===== config.mk =====
export PLATFORM = sky130hd
export DESIGN_NAME = ivl_tod_clock
export DESIGN_NICKNAME = d
export VERILOG_FILES = /design/src/rtl/tod_pkg.sv /design/src/rtl/tod_prescaler.sv /design/src/rtl/tod_counter.sv /design/src/rtl/tod_irq_ctl.sv /design/src/rtl/ivl_tod_clock.sv
export SDC_FILE = /design/constraint.sdc
export NUM_CORES = 1
export LEC_CHECK = 0
export CORE_MARGIN = 3
export CORE_UTILIZATION = 50
export DETAILED_ROUTE_END_ITERATION = 6
export DONT_BUFFER_PORTS = 1
export SLEW_MARGIN = 20
export SYNTH_ARGS = -nofsm -noshare
export SYNTH_HDL_FRONTEND = slang
export SYNTH_SLANG_ARGS = --single-unit

===== constraint.sdc =====
create_clock -name clk -period 5.3 [get_ports clk]
set_input_delay 0.795 -clock clk [delete_from_list [all_inputs] [get_ports clk]]
set_output_delay 0.795 -clock clk [all_outputs]
set_load 0.1 [all_outputs]

===== src/rtl/tod_pkg.sv =====
package tod_pkg;
    localparam int TOD_W  = 32;
    localparam int IE_BIT = 6;

    typedef enum logic {
        SEL_STATUS = 1'b0,
        SEL_TOD    = 1'b1
    } reg_sel_e;
endpackage


===== src/rtl/tod_prescaler.sv =====
module tod_prescaler #(
    parameter int DIV = 500000
) (
    input  logic clk,
    input  logic clr,
    output logic tick
);
    localparam int CNT_W = (DIV > 2) ? $clog2(DIV) : 1;
    localparam logic [CNT_W-1:0] LAST = CNT_W'(DIV - 1);

    typedef struct packed {
        logic [CNT_W-1:0] cnt;
    } pre_state_t;

    pre_state_t st_d, st_q;

    always_comb begin
        st_d = st_q;
        if (st_q.cnt == LAST) begin
            st_d.cnt = '0;
        end else begin
            st_d.cnt = st_q.cnt + 1'b1;
        end
    end

    always_ff @(posedge clk) begin
        if (clr) begin
            st_q <= '0;
        end else begin
            st_q <= st_d;
        end
    end

    assign tick = (st_q.cnt == LAST);
endmodule


===== src/rtl/tod_counter.sv =====
module tod_counter #(
    parameter int W = 32
) (
    input  logic         clk,
    input  logic         por_n,
    input  logic         tick,
    input  logic         load,
    input  logic [W-1:0] load_val,
    output logic [W-1:0] count,
    output logic         batt_low
);
    typedef struct packed {
        logic         low;
        logic [W-1:0] val;
    } cnt_state_t;

    cnt_state_t st_d, st_q;

    always_comb begin
        st_d = st_q;
        if (load) begin
            // a load outranks a coinciding tick
            st_d.val = load_val;
            if (load_val != '0) begin
                st_d.low = 1'b0;
            end
        end else if (tick && !st_q.low) begin
            st_d.val = st_q.val + 1'b1;
        end
    end

    always_ff @(posedge clk) begin
        if (!por_n) begin
            st_q.val <= '0;
            st_q.low <= 1'b1;
        end else begin
            st_q <= st_d;
        end
    end

    assign count    = st_q.val;
    assign batt_low = st_q.low;
endmodule


===== src/rtl/tod_irq_ctl.sv =====
module tod_irq_ctl (
    input  logic clk,
    input  logic clr,
    input  logic tick,
    input  logic csr_wr,
    input  logic ie_wval,
    input  logic ack,
    output logic ie,
    output logic irq
);
    typedef struct packed {
        logic ie;
        logic irq;
    } irq_state_t;

    irq_state_t st_d, st_q;
    logic       withdraw;
    logic       raise;

    always_comb begin
        withdraw = csr_wr && !ie_wval;
        raise    = tick && st_q.ie && !withdraw;
        st_d     = st_q;
        if (csr_wr) begin
            st_d.ie = ie_wval;
        end
        // a new tick outranks an acknowledge; disabling outranks both
        st_d.irq = raise || (st_q.irq && !ack && !withdraw);
    end

    always_ff @(posedge clk) begin
        if (clr) begin
            st_q <= '0;
        end else begin
            st_q <= st_d;
        end
    end

    assign ie  = st_q.ie;
    assign irq = st_q.irq;
endmodule


===== src/rtl/ivl_tod_clock.sv =====
module ivl_tod_clock
    import tod_pkg::*;
#(
    parameter int CLK_HZ  = 50000000,
    parameter int TICK_HZ = 100
) (
    input  logic             clk,
    input  logic             por_n,
    input  logic             rst_n,
    input  logic             reg_wr,
    input  logic             reg_addr,
    input  logic [TOD_W-1:0] reg_wdata,
    output logic [TOD_W-1:0] reg_rdata,
    input  logic             irq_ack,
    output logic             irq_o,
    output logic             tick_o
);
    localparam int DIV = CLK_HZ / TICK_HZ;

    logic             soft_clr;
    logic             tick;
    logic             tod_load;
    logic             csr_write;
    logic [TOD_W-1:0] tod_val;
    logic             batt_low;
    logic             ie;
    logic             irq;
    reg_sel_e         sel;

    assign sel       = reg_sel_e'(reg_addr);
    assign soft_clr  = !por_n || !rst_n;
    assign tod_load  = reg_wr && (sel == SEL_TOD);
    assign csr_write = reg_wr && (sel == SEL_STATUS);

    tod_prescaler #(.DIV(DIV)) u_pre (
        .clk  (clk),
        .clr  (soft_clr),
        .tick (tick)
    );

    tod_counter #(.W(TOD_W)) u_cnt (
        .clk      (clk),
        .por_n    (por_n),
        .tick     (tick),
        .load     (tod_load),
        .load_val (reg_wdata),
        .count    (tod_val),
        .batt_low (batt_low)
    );

    tod_irq_ctl u_irq (
        .clk     (clk),
        .clr     (soft_clr),
        .tick    (tick),
        .csr_wr  (csr_write),
        .ie_wval (reg_wdata[IE_BIT]),
        .ack     (irq_ack),
        .ie      (ie),
        .irq     (irq)
    );

    always_comb begin
        reg_rdata = '0;
        if (sel == SEL_TOD) begin
            reg_rdata = tod_val;
        end else begin
            reg_rdata[IE_BIT] = ie;
        end
    end

    assign irq_o  = irq;
    assign tick_o = tick;
endmodule


Yosys cells after proc, flatten, opt, wreduce, memory -nomap -nowiden
Index checks and enable logic that the tools add are counted.
{"block": "op_classes", "add_sub_neg": 2, "eq_ne": 1, "muxes": 5, "bitwise": 1, "reduce_logical": 20}
{"operator": "32-bit 2-to-1 mux", "n": 2}
{"operator": "32-bit by 1-bit adder with 32-bit output (second input constant)", "n": 1}
{"operator": "32-bit nonzero test", "n": 1}
{"operator": "25-bit 2-to-1 mux", "n": 1}
{"operator": "19-bit by 1-bit adder with 19-bit output (second input constant)", "n": 1}
{"operator": "19-bit equality test (second input constant)", "n": 1}
{"operator": "1-bit logical AND", "n": 8}
{"operator": "1-bit logical NOT", "n": 6}
{"operator": "6-bit 2-to-1 mux", "n": 1}
{"operator": "1-bit logical OR", "n": 2}
{"operator": "2-bit AND reduction", "n": 1}
{"operator": "2-bit nonzero test", "n": 1}
{"operator": "2-bit OR reduction", "n": 1}
{"operator": "1-bit 2-to-1 mux", "n": 1}
{"operator": "1-bit inverter", "n": 1}
{"block": "totals", "register_bits": 54, "inputBits": 38, "out_inout_bits": 34, "elab_cells": 34}

Logic depth before layout (Yosys ltp)
{"block": "logic_depth", "ltp_word": 6, "mapped_depth": 8}

Modules after synthesis
From an unflattened synthesis, not the netlist that was laid out.
{"block": "unflattened", "cells_unflattened": 391, "hier_area_um2": 3199.3}
{"mod": "tod_counter", "n_inst": 1, "cells_each": 243, "area_per_inst_um2": 1934.4, "seq_area_each_um2": 660.6}
{"mod": "tod_prescaler", "n_inst": 1, "cells_each": 102, "area_per_inst_um2": 895.9, "seq_area_each_um2": 380.4}
{"mod": "ivl_tod_clock", "n_inst": 1, "cells_each": 38, "area_per_inst_um2": 279.0, "seq_area_each_um2": 0.0}
{"mod": "tod_irq_ctl", "n_inst": 1, "cells_each": 8, "area_per_inst_um2": 90.1, "seq_area_each_um2": 40.0}

Worst setup path before layout
No wires, ideal clock.
{"block": "synth_path", "path_kind": "reg2out", "startpoint": "register u_pre.st_q[0] in the netlist's numbering", "endpoint": "output tick_o", "arrival_time_ns": 2.313, "t_required_ns": 4.505, "setup_slack_ns": 2.192, "stages_incl_launch_ff": 6, "path_cell_list": "dfxtp_1 ha_1 and4_1 buf_2 nand2_1 nor2_1"}
{"block": "synth_via", "elab_chain_cells": 1}
{"element": "start: declaration", "line": "tod_prescaler.sv:15", "text": "pre_state_t st_d, st_q;"}
{"element": "start signal: assignment", "line": "tod_prescaler.sv:30", "text": "st_q <= st_d;"}
{"element": "19-bit equality test", "line": "tod_prescaler.sv:34", "text": "assign tick = (st_q.cnt == LAST);"}
{"element": "end: declaration", "line": "ivl_tod_clock.sv:16", "text": "output logic tick_o"}
No other way between the ends.

Worst setup path after layout
Same ends and word-level chain as after synthesis.

==> run metrics <==
GR peak layer met2; cell count after placement about 520; vias in the first global route roughly 3,200; synthesized netlist net count approximately 500; largest area contributor in the synthesized netlist sky130_fd_sc_hd__dfxtp_1; largest cells by area after synthesis sky130_fd_sc_hd__dfxtp_1, sky130_fd_sc_hd__and2_1, sky130_fd_sc_hd__nor4_1; WL per Instance about 19 µm; gate count after technology mapping roughly 460; area share of the largest cell type after synthesis roughly 31%; clock network latency to the later pin of the worst-skew pair about 0.32 ns; Least-Margin Pin Slew approximately 1.1 ns; total die area between 0.008 and 0.009 mm²; Initial Utilization between 50% and 60%; synthesis warning total 0; achievable frequency between 300 and 400 MHz; weighted congestion reported at the end of routability-driven placement 0.7695; setup slack of the worst register-to-register path approximately 2.8 ns; RSZ-0062 raised after global routing false; horizontal die dimension ~90 µm; count of placed standard cells in the final layout, fillers left out 531; number of buffers added on ports 0; first-pass GRT wire length around 17 mm; Post-CTS Resized 0; count of antenna-violating nets left after detailed routing 0; Detail Placement HPWL 6.840 mm; final standard cell utilization of the core between 50 and 60%; register bit count reported by yosys 54; most instantiated flip-flop cell in the synthesis netlist sky130_fd_sc_hd__dfxtp_1; total global-route track usage about a quarter; Worst Hold Path Cells 1; asr flop ratio synth 0%; quantity of hold-fixing buffers added after cts 0; clk_skew roughly 0.0084 ns; TritonCTS clock tree built; M2 GR Usage roughly two fifths; final setup margin 2.067 ns; number of max-cap violations 0; outcome finished clean; sequential cell area fraction in the yosys report between 30% and 40%; Hold Worst Slack 0.4839 ns; total count of max-transition violations in the final report 0; Worst Path Class, Setup reg -> out; per-cell via count in the routed design around 6.6; number of synthesized flops with an enable pin 0; maximum fanout count along the critical path 10; number of buffers added by the clock tree synthesis step 5; count of final hold-check violations 0; power per cell area 231.3 mW/mm²; dpl ws ~2.4 ns; Chip Height 89.83 µm; # H-tree levels 2; overall power consumption about 840 µW; area of placed instances approximately 0.0035 mm²; number of nets in the layout around 480; grt total ovfl 0; pin count of the biggest net entering global routing 66; distinct cell type count of the synthesized netlist 43; share of post-route cells with drive strength above 1 5.251%; Bufs on Longest Clock Path 2; final critical path time including I/O delays and setup 3.233 ns; mean instance size in the synthesized netlist roughly 7.6 µm²; initial antenna violation count 0; Sinks on Clock Net 54; total negative slack for setup checks 0 ns; final wirelength between 9 and 10 mm; startpoint class of the critical path register; first-pass iteration count of the detailed router 5; Min-Delay Path Class reg -> reg; post-layout instance area 0.003620 mm²; met3 Resource Use GR 4.174%; final antenna diode count 0; count of endpoints failing setup in the final report 0; Synth Cell Area about 0.0035 mm²; row count 29; Syn-to-layout area delta 3.027%; Clock Pin Slew Worst Setup and Hold Paths about 0.1 ns; Leak 1.117 nW; clk root buf sky130_fd_sc_hd__clkbuf_8; number of buffers inserted to repair setup after CTS 0; routed vias 3,493; required time reported for the critical path endpoint 4.51 ns; worst IR drop on VDD around 0.11 mV; initial DRC count 208; I/O pin count about 70; core area 0.006568 mm²; period utilization between 60% and 70%; number of fill cells in the layout roughly 650; Worst Setup End Kind primary output; data arrival time at the worst-slack endpoint 2.44 ns; DRC violations left 0; Worst slew margin between 20% and 30%; met1 GRT Util roughly a third; number of cells on the worst reg-to-reg path 5
## final timing paths
kind                                                from                      endpoint
worst max register to register  u_pre.st_q[0]$_SDFF_PP0_  u_cnt.count[24]$_SDFFE_PN0P_
worst min register to register  u_pre.st_q[0]$_SDFF_PP0_      u_pre.st_q[0]$_SDFF_PP0_
worst min-delay path            u_pre.st_q[0]$_SDFF_PP0_      u_pre.st_q[0]$_SDFF_PP0_
worst max-delay path            u_pre.st_q[0]$_SDFF_PP0_                        tick_o
## logic make-up (layout without fill, tap and decap cells)
group	count (synthesis)	count (layout)	share of synthesized area, %
adders and majority gates	2	2	0.7121
AOI/OAI and AO/OA	98	98	19.69
and+or+nand+nor	253	253	41.20
xor gates and xnor gates	11	11	2.742
muxes	1	1	0.3205
DFF	54	54	30.77
buffers and inverters	42	19	4.558
## worst max-delay path, stage by stage (launching register included)
cell and delay, ns:
sky130_fd_sc_hd__dfxtp_1 0.40, sky130_fd_sc_hd__ha_1 0.23, sky130_fd_sc_hd__and4_1 0.41, sky130_fd_sc_hd__nand2_1 0.22, sky130_fd_sc_hd__nor2_2 0.87
## cell type report
class | count | area, µm² | share of cell area, %
Clock buffer | 5 | 68.82 | 1.901
Clock inverter | 3 | 21.27 | 0.5876
Inverter | 9 | 33.78 | 0.9333
Tap cell | 93 | 116.4 | 3.215
Sequential cell | 54 | 1081 | 29.87
Multi-Input combinational cell | 365 | 2283 | 63.08
Timing Repair Buffer | 2 | 15.01 | 0.4148
## flip-flops by register name, summed over array words and instances (netlist names)
signal,flops
u_cnt.count,32
u_pre.st_q,19
u_cnt.batt_low,1
u_irq.ie,1
u_irq.irq,1
## cell usage in the layout, fill, tap and decap left out, drive strengths merged, types with 7 or more instances in the layout
cell | netlist | final
and2 | 48 | 48
nand2 | 29 | 29
o21ai | 34 | 34
inv | 9 | 9
nor4 | 32 | 32
and3 | 7 | 7
nand4 | 21 | 21
o41a | 11 | 11
nand3 | 24 | 24
a211oi | 14 | 14
nor3 | 8 | 8
a21oi | 8 | 8
nor2 | 41 | 41
and4 | 14 | 14
or3 | 13 | 13
dfxtp | 54 | 54
## report_power, final
group / total [mW] / switching (mW) / internal, mW / leakage [nW]
combinational: 0.151 / 0.113 / 0.0378 / 0.631
clock: 0.241 / 0.147 / 0.0934 / 0.0441
sequential: 0.446 / 0.0231 / 0.423 / 0.442
## synthesized netlist by cell type, types with 7 or more instances
master,n
sky130_fd_sc_hd__dfxtp_1,54
sky130_fd_sc_hd__and2_1,48
sky130_fd_sc_hd__nor2_1,41
sky130_fd_sc_hd__o21ai_0,34
sky130_fd_sc_hd__nor4_1,30
sky130_fd_sc_hd__clkbuf_1,29
sky130_fd_sc_hd__nand2_1,29
sky130_fd_sc_hd__nand3_1,24
sky130_fd_sc_hd__nand4_1,19
sky130_fd_sc_hd__a211oi_1,14
sky130_fd_sc_hd__and4_1,14
sky130_fd_sc_hd__or3_1,13
sky130_fd_sc_hd__o41a_1,11
sky130_fd_sc_hd__inv_1,9
sky130_fd_sc_hd__a21oi_1,8
sky130_fd_sc_hd__nor3_1,8
sky130_fd_sc_hd__and3_1,7
## layer usage
layer	wire [µm]	up-vias
met4	77	0
met3	509	6
met1	4756	1701
met5	0	-
met2	4485	100
li1	-	1686
Note: power is estimated with default switching activity, not from simulation.
